$ cat src/rtl/tclg_pkg.sv
package tclg_pkg;

    typedef enum logic [1:0] {
        S_PRESENT = 2'd0,
        S_LOST    = 2'd1,
        S_REGAIN  = 2'd2
    } guard_state_e;

endpackage

$ cat src/rtl/tclg_sync_edge.sv
// Brings the monitored clock into the reference domain and flags each transition.
module tclg_sync_edge #(
    parameter int STAGES = 2
) (
    input  logic clk_ref,
    input  logic rst_n,
    input  logic async_in,
    output logic edge_seen
);
    logic [STAGES-1:0] chain_q;
    logic              prev_q;

    generate
        for (genvar g = 0; g < STAGES; g++) begin : g_stage
            if (g == 0) begin : g_first
                always_ff @(posedge clk_ref or negedge rst_n) begin
                    if (!rst_n) chain_q[0] <= 1'b0;
                    else        chain_q[0] <= async_in;
                end
            end else begin : g_next
                always_ff @(posedge clk_ref or negedge rst_n) begin
                    if (!rst_n) chain_q[g] <= 1'b0;
                    else        chain_q[g] <= chain_q[g-1];
                end
            end
        end
    endgenerate

    always_ff @(posedge clk_ref or negedge rst_n) begin
        if (!rst_n) prev_q <= 1'b0;
        else        prev_q <= chain_q[STAGES-1];
    end

    assign edge_seen = chain_q[STAGES-1] ^ prev_q;

endmodule

$ cat src/rtl/tclg_idle_timer.sv
// Counts reference cycles since the last transition; saturates at the window.
module tclg_idle_timer #(
    parameter int WINDOW = 16
) (
    input  logic clk_ref,
    input  logic rst_n,
    input  logic edge_seen,
    output logic expired
);
    localparam int CW = $clog2(WINDOW + 1);

    logic [CW-1:0] idle_q;

    always_ff @(posedge clk_ref or negedge rst_n) begin
        if (!rst_n)                        idle_q <= '0;
        else if (edge_seen)                idle_q <= '0;
        else if (idle_q != CW'(WINDOW))    idle_q <= idle_q + 1'b1;
    end

    assign expired = (idle_q == CW'(WINDOW));

    assert_no_overflow_R2: assert property (@(posedge clk_ref) disable iff (!rst_n)
        idle_q <= CW'(WINDOW));

endmodule

$ cat src/rtl/tclg_edge_tally.sv
// Counts transitions towards recovery; saturates at the target.
module tclg_edge_tally #(
    parameter int TARGET = 4
) (
    input  logic clk_ref,
    input  logic rst_n,
    input  logic clear,
    input  logic edge_seen,
    output logic done
);
    localparam int TW = $clog2(TARGET + 1);

    logic [TW-1:0] tally_q;

    always_ff @(posedge clk_ref or negedge rst_n) begin
        if (!rst_n)                               tally_q <= '0;
        else if (clear)                           tally_q <= '0;
        else if (edge_seen && tally_q != TW'(TARGET)) tally_q <= tally_q + 1'b1;
    end

    assign done = (tally_q == TW'(TARGET));

    assert_tally_bound_R7: assert property (@(posedge clk_ref) disable iff (!rst_n)
        tally_q <= TW'(TARGET));

endmodule

$ cat src/rtl/tx_clk_loss_guard.sv
module tx_clk_loss_guard
    import tclg_pkg::*;
#(
    parameter int DATA_W       = 8,
    parameter int TIMEOUT_CYC  = 16,
    parameter int REGAIN_EDGES = 4,
    parameter int SYNC_STAGES  = 2
) (
    input  logic              clk_ref,
    input  logic              rst_n,
    input  logic              mon_clk,
    input  logic              failover_en,
    input  logic              loss_clr,
    input  logic [DATA_W-1:0] tx_data_in,
    output logic              loss_live,
    output logic              loss_sticky,
    output logic              clk_sel,
    output logic [DATA_W-1:0] tx_data_out
);
    localparam logic [DATA_W-1:0] ALARM_WORD = '1;

    guard_state_e state_q, state_d;
    logic edge_seen, expired, tally_done, tally_clear;

    tclg_sync_edge #(.STAGES(SYNC_STAGES)) i_sync (
        .clk_ref   (clk_ref),
        .rst_n     (rst_n),
        .async_in  (mon_clk),
        .edge_seen (edge_seen)
    );

    tclg_idle_timer #(.WINDOW(TIMEOUT_CYC)) i_timer (
        .clk_ref   (clk_ref),
        .rst_n     (rst_n),
        .edge_seen (edge_seen),
        .expired   (expired)
    );

    assign tally_clear = (state_q == S_PRESENT) || (state_q == S_REGAIN && expired && !tally_done);

    tclg_edge_tally #(.TARGET(REGAIN_EDGES)) i_tally (
        .clk_ref   (clk_ref),
        .rst_n     (rst_n),
        .clear     (tally_clear),
        .edge_seen (edge_seen),
        .done      (tally_done)
    );

    // Next-state logic
    always_comb begin
        state_d = state_q;
        unique case (state_q)
            S_PRESENT: if (expired)    state_d = S_LOST;
            S_LOST:    if (edge_seen)  state_d = S_REGAIN;
            S_REGAIN: begin
                if (tally_done)        state_d = S_PRESENT;
                else if (expired)      state_d = S_LOST;
            end
            default:                   state_d = S_LOST;
        endcase
    end

    // State register
    always_ff @(posedge clk_ref or negedge rst_n) begin
        if (!rst_n) state_q <= S_PRESENT;
        else        state_q <= state_d;
    end

    // Outputs
    always_comb begin
        loss_live   = (state_q != S_PRESENT);
        clk_sel     = loss_live && failover_en;
        tx_data_out = clk_sel ? ALARM_WORD : tx_data_in;
    end

    // Sticky status, set dominates clear
    always_ff @(posedge clk_ref or negedge rst_n) begin
        if (!rst_n)         loss_sticky <= 1'b0;
        else if (loss_live) loss_sticky <= 1'b1;
        else if (loss_clr)  loss_sticky <= 1'b0;
    end

    assert_loss_from_window_R2: assert property (@(posedge clk_ref) disable iff (!rst_n)
        $rose(loss_live) |-> $past(expired));

    assert_sticky_follows_R3: assert property (@(posedge clk_ref) disable iff (!rst_n)
        loss_live |=> loss_sticky);

    assert_clear_blocked_R4: assert property (@(posedge clk_ref) disable iff (!rst_n)
        (loss_live && loss_sticky) |=> loss_sticky);

    assert_release_needs_count_R7: assert property (@(posedge clk_ref) disable iff (!rst_n)
        $fell(loss_live) |-> $past(tally_done));

endmodule

$ cat config.mk
export PLATFORM = sky130hd
export DESIGN_NAME = tx_clk_loss_guard
export DESIGN_NICKNAME = d
export VERILOG_FILES = /design/src/rtl/tclg_pkg.sv /design/src/rtl/tclg_sync_edge.sv /design/src/rtl/tclg_idle_timer.sv /design/src/rtl/tclg_edge_tally.sv /design/src/rtl/tx_clk_loss_guard.sv
export SDC_FILE = /design/constraint.sdc
export NUM_CORES = 1
export LEC_CHECK = 0
export CAP_MARGIN = 20
export CELL_PAD_IN_SITES_DETAIL_PLACEMENT = 1
export CELL_PAD_IN_SITES_GLOBAL_PLACEMENT = 1
export CORE_MARGIN = 10
export CORE_UTILIZATION = 33
export DETAILED_ROUTE_END_ITERATION = 6
export MAX_ROUTING_LAYER = met4
export PLACE_DENSITY_LB_ADDON = 0.1
export SLEW_MARGIN = 5
export SYNTH_ARGS = -nofsm -noshare
export SYNTH_HDL_FRONTEND = slang
export SYNTH_SLANG_ARGS = --single-unit
export TNS_END_PERCENT = 100
$ cat constraint.sdc
create_clock -name clk_ref -period 1.7 [get_ports clk_ref]
set_clock_uncertainty 0.05 [all_clocks]
set_input_delay 0.34 -clock clk_ref [delete_from_list [all_inputs] [get_ports clk_ref]]
set_output_delay 0.34 -clock clk_ref [all_outputs]
set_load 0.05 [all_outputs]
* After elaboration in Yosys (flattened, before gate mapping)
Index checks and enable logic that the tools add are counted.
** Storage, ports and cells
- Bits in registers :: 14
- Output and inout port bits :: 11
- Logic and storage cells :: 39
** Operators by class
- Add/subtract/negate cells :: 2
- Eq/ne operators :: 7
- Muxes and demuxes :: 11
- Bitwise logic cells :: 1
- Reductions and logical operators :: 11
** Operators with widths (count)
- $mux 5 :: 2
- $mux 8 :: 1
- $reduce_bool 2->1 :: 4
- $mux 2 :: 3
- $mux 3 :: 2
- $pmux 2 s3 :: 1
- $add 5x1->5 const B :: 1
- $eq 5x5->1 const B :: 1
- $ne 5x5->1 const B :: 1
- $logic_and 1x1->1 :: 4
- $add 3x1->3 const B :: 1
- $eq 3x3->1 const B :: 1
- $ne 3x3->1 const B :: 1
- $eq 2x1->1 const B :: 1
- $eq 2x2->1 const B :: 1
- $logic_not 2->1 :: 1
- $mux 1 :: 2
- $ne 2x1->1 const B :: 1
- $logic_not 1->1 :: 1
- $logic_or 1x1->1 :: 1
- $xor 1x1->1 :: 1

* Longest topological paths before layout
- Word-level depth :: 5
- Gate-level depth with buffers :: 5

* By module
From an unflattened synthesis, not the netlist that was laid out.
** Second synthesis, totals
- Cell total of the unflattened synthesis :: 72
- Area, all modules :: 780.7 um2
** By module, submodules not included
- tclg_idle_timer :: instances 1, cells an instance 27, area an instance 290.3 um2
- tx_clk_loss_guard :: instances 1, cells an instance 23, area an instance 209.0 um2
- tclg_edge_tally :: instances 1, cells an instance 18, area an instance 197.7 um2
- tclg_sync_edge :: instances 1, cells an instance 4, area an instance 83.8 um2

* Worst setup path after synthesis
No wires, ideal clock.
- Kind :: register -> output
- Start :: register state_q[1]
- End :: output tx_data_out[0]
- Arrival :: 1.334 ns
- Data required time :: 1.310 ns
- Slack :: -0.024 ns
- Stages on the path, launching flop included :: 3
- Path buffers :: 0
- Cell sequence :: dfrtp_1 -> o21ai_0 -> or2b_1
** On the way
- Word-level cells in the longest chain between the ends :: 3
** RTL lines
- start: declaration :: RTL line tx_clk_loss_guard.sv:22 : guard_state_e state_q, state_d;
- start signal: assignment :: RTL line tx_clk_loss_guard.sv:66 : else state_q <= state_d;
- $reduce_bool 2->1 :: RTL line tx_clk_loss_guard.sv:71 : loss_live = (state_q != S_PRESENT);
- $logic_and 1x1->1 :: RTL line tx_clk_loss_guard.sv:72 : clk_sel = loss_live && failover_en;
- $mux 8 :: RTL line tx_clk_loss_guard.sv:73 : tx_data_out = clk_sel ? ALARM_WORD : tx_data_in;
- end: declaration :: RTL line tx_clk_loss_guard.sv:18 : output logic [DATA_W-1:0] tx_data_out
Every way passes these cells.

* Worst setup path in the final report
- Start :: register state_q[0]
- End :: output tx_data_out[1]
The elaborated chain is that of the path after synthesis.

==> impl_metrics.json <==
{
  "outcome": "finished, final reports clean",
  "required_ps": 1310,
  "rsz0062_at_grt": "true",
  "hp-class": "primary input to asynchronous set/reset pin",
  "grt_max_degree": 15,
  "static-leakage-power_uw": 0.000552,
  "cap_violations": 0,
  "async_reset_ff_share_pct": 100,
  "drt_iter0_drc": 14,
  "grt_usage_pct": 9.67,
  "drc": 0,
  "totalPowerFinal_uw": 749,
  "yosys-top-cells-area": "dfrtp_1 (47%), ha_1 (6.7%), inv_1 (4.5%)",
  "io_buffers": 23,
  "hold_viol": 0,
  "grt_pass1_wl_mm": 3.24,
  "critPathLaunchType": "flop",
  "syn-num-nets": 92,
  "antenna_found_initial": 0,
  "final_cell_mix": "dfrtp_1 (13), clkdlybuf4s50_1 (11), inv_1 (9), buf_4 (7)",
  "wl_per_cell_um": 14.8,
  "nFillCells": 255,
  "cts.htree.levels": 1,
  "ys_seq_area_share_pct": 47.1,
  "drtPass1Iterations": 4,
  "clkTransAtPathRegs_ps": 90,
  "pwr-share-seq_pct": 49.3,
  "switching_power_uw": 224,
  "antenna_cells": 0,
  "nNetsFinal": 126,
  "setup_viol": 0,
  "combPwrFrac_pct": 25.7,
  "cts_root_buf": "clkbuf_4",
  "synthCells": 75,
  "dr_total_vias": 662,
  "fp.dieW_um": 67.5,
  "postLayoutCellArea_sq_mm": 0.00116,
  "synth_ff_type": "dfrtp_1",
  "powerDensity_mw_per_mm2": 646,
  "ys_ff_latch": 14,
  "cts_num_sinks": 14,
  "multi_input_area_sq_um": 385,
  "max_freq_mhz": 591,
  "rows": 17,
  "power_frac_clock_pct": 25.0,
  "worstMarginPinSlew_ps": 282,
  "fin_crit_ps": 1690,
  "layout_commonest_cell": "dfrtp_1",
  "avgSynthCellArea_sq_um": 9.91,
  "intPower_uw": 524,
  "initial_core_util_pct": 34.3,
  "final_core_util_pct": 53.5,
  "drv_slew": 0,
  "die_area_sq_mm": 0.00455,
  "ant_nets": 0,
  "clock_latency_ps": 280,
  "routed_via_density": 4.90,
  "worstSetupEndpointType": "primary output",
  "crit_type": "flop to primary output",
  "cts_buffers": 3,
  "swShare_pct": 29.9,
  "placed_area_sq_mm": 0.00108,
  "holdBufCountCts": 0,
  "cts_tree": "done",
  "ys_warn_count": 0,
  "yosysUniqueCellTypes": 24,
  "first_global_vias": 716,
  "ir_drop_mv": 0.405,
  "io_pins": 24,
  "fin_crit_sh_pct": 99.5,
  "wl_mm": 2.00,
  "regArea_sq_um": 352,
  "worst_ep_arrival_time_ps": 1300,
  "synth_top_area_share_pct": 47.1,
  "gr-total-overflow": 0,
  "cts_buffer_depth": 2,
  "routabilityCongestion": 0.776,
  "synth_edf_count": 0,
  "syn_area_sq_um": 743,
  "drive_gt1_share_pct": 26.2,
  "maxSlewHeadroom_pct": 81.1,
  "area_delta_synth_final_pct": 56.1,
  "die_h_um": 67.5,
  "core_area_sq_mm": 0.00217,
  "dp_hpwl_mm": 1.61,
  "cp_max_fo": 5,
  "synth.largest_area_cell": "dfrtp_1"
}
==> per-stage QoR <==
step                hold WS (ps)  std cells  setup WS, ps  setup TNS (ps)
global route                 318        135         -64.0            -381
CTS                          313        135         -38.5            -117
floorplan                  -5.59         75           131               0
finish                       311        135          9.33               0
detailed placement           289        131         -41.5            -250
global placement             296        131         -21.7            -103
==> cell families (layout without fill, tap and decap cells) <==
| kind of cell | count (synthesis) | count (layout) | synth area share (%) |
|---|---|---|---|
| AO/OA/AOI/OAI | 14 | 14 | 12.5 |
| XOR/XNOR | 5 | 5 | 6.90 |
| adder cells (fa/ha/maj) | 4 | 4 | 6.73 |
| AND/OR/NAND/NOR | 29 | 29 | 22.2 |
| buffers and inverters | 9 | 41 | 4.55 |
| flip-flops | 14 | 14 | 47.1 |
==> registers in the layout, indices dropped and copies added, names as in the netlist <==
register,cells
i_sync.prev_q,1
i_sync.chain_q,2
state_q,2
i_tally.tally_q,3
loss_sticky,1
i_timer.idle_q,5
==> cell usage after synthesis (2+ instances only) <==
library cell,instances
a21oi_1,3
dfrtp_1,14
ha_1,4
inv_1,9
nand2_1,4
nand2b_1,4
nand3_1,4
nor2_1,5
nor3_1,4
o21ai_0,5
or2b_1,4
xnor2_1,2
xor2_1,2
==> final cells by class <==
cell class / instances / area share [%]
clock buffer: 3 / 1.94
inverter: 9 / 2.91
multi-input combinational: 52 / 33.2
sequential: 14 / 30.3
tap: 28 / 3.02
timing repair buffer: 29 / 28.6
==> final timing paths <==
check / start / end / slack (ps) / cells after the start
setup / recovery: state_q[0] / tx_data_out[1] / 9 / 3
hold / removal: rst_n / loss_sticky / 310 / 2
setup reg to reg: i_timer.idle_q[0] / i_tally.tally_q[2] / 190 / 5
hold reg to reg: i_sync.chain_q[0] / i_sync.chain_q[1] / 310 / 0
max in group asynchronous: rst_n / state_q[1] / 1100 / 2
min in group clk_ref: i_sync.chain_q[0] / i_sync.chain_q[1] / 310 / 0
==> worst max-delay path, stage by stage (launching register included) <==
cell and delay (ps):
dfrtp_1 420, o21ai_4 190, or2b_1 260, buf_6 160
==> power by group through the flow <==
stage / sequential [uW] / combinational, uW / clock [uW]
4_1_cts: 369 / 194 / 193
2_1_floorplan: 376 / 97.2 / 0
6_report: 369 / 192 / 187
3_3_place_gp: 375 / 181 / 0
3_5_place_dp: 375 / 185 / 0
5_1_grt: 372 / 210 / 214
==> timing repair <==
item / in CTS / in global routing
setup endpoints to repair: 10 / 10
pin swaps: 0 / 2
buffers inserted: 1 / 0
gates resized for setup: 9 / 3
==> layer usage <==
| layer | part of all wire, % | global-route usage (%) | up-vias |
|---|---|---|---|
| li1 | - | - | 319 |
| met1 | 47 | 11.7 | 317 |
| met2 | 45 | 14.5 | 24 |
| met3 | 7.0 | 2.31 | 2 |
| met4 | 1.3 | 5.38 | 0 |
| met5 | 0 | - | - |
Note: power is estimated with default switching activity, not from simulation.
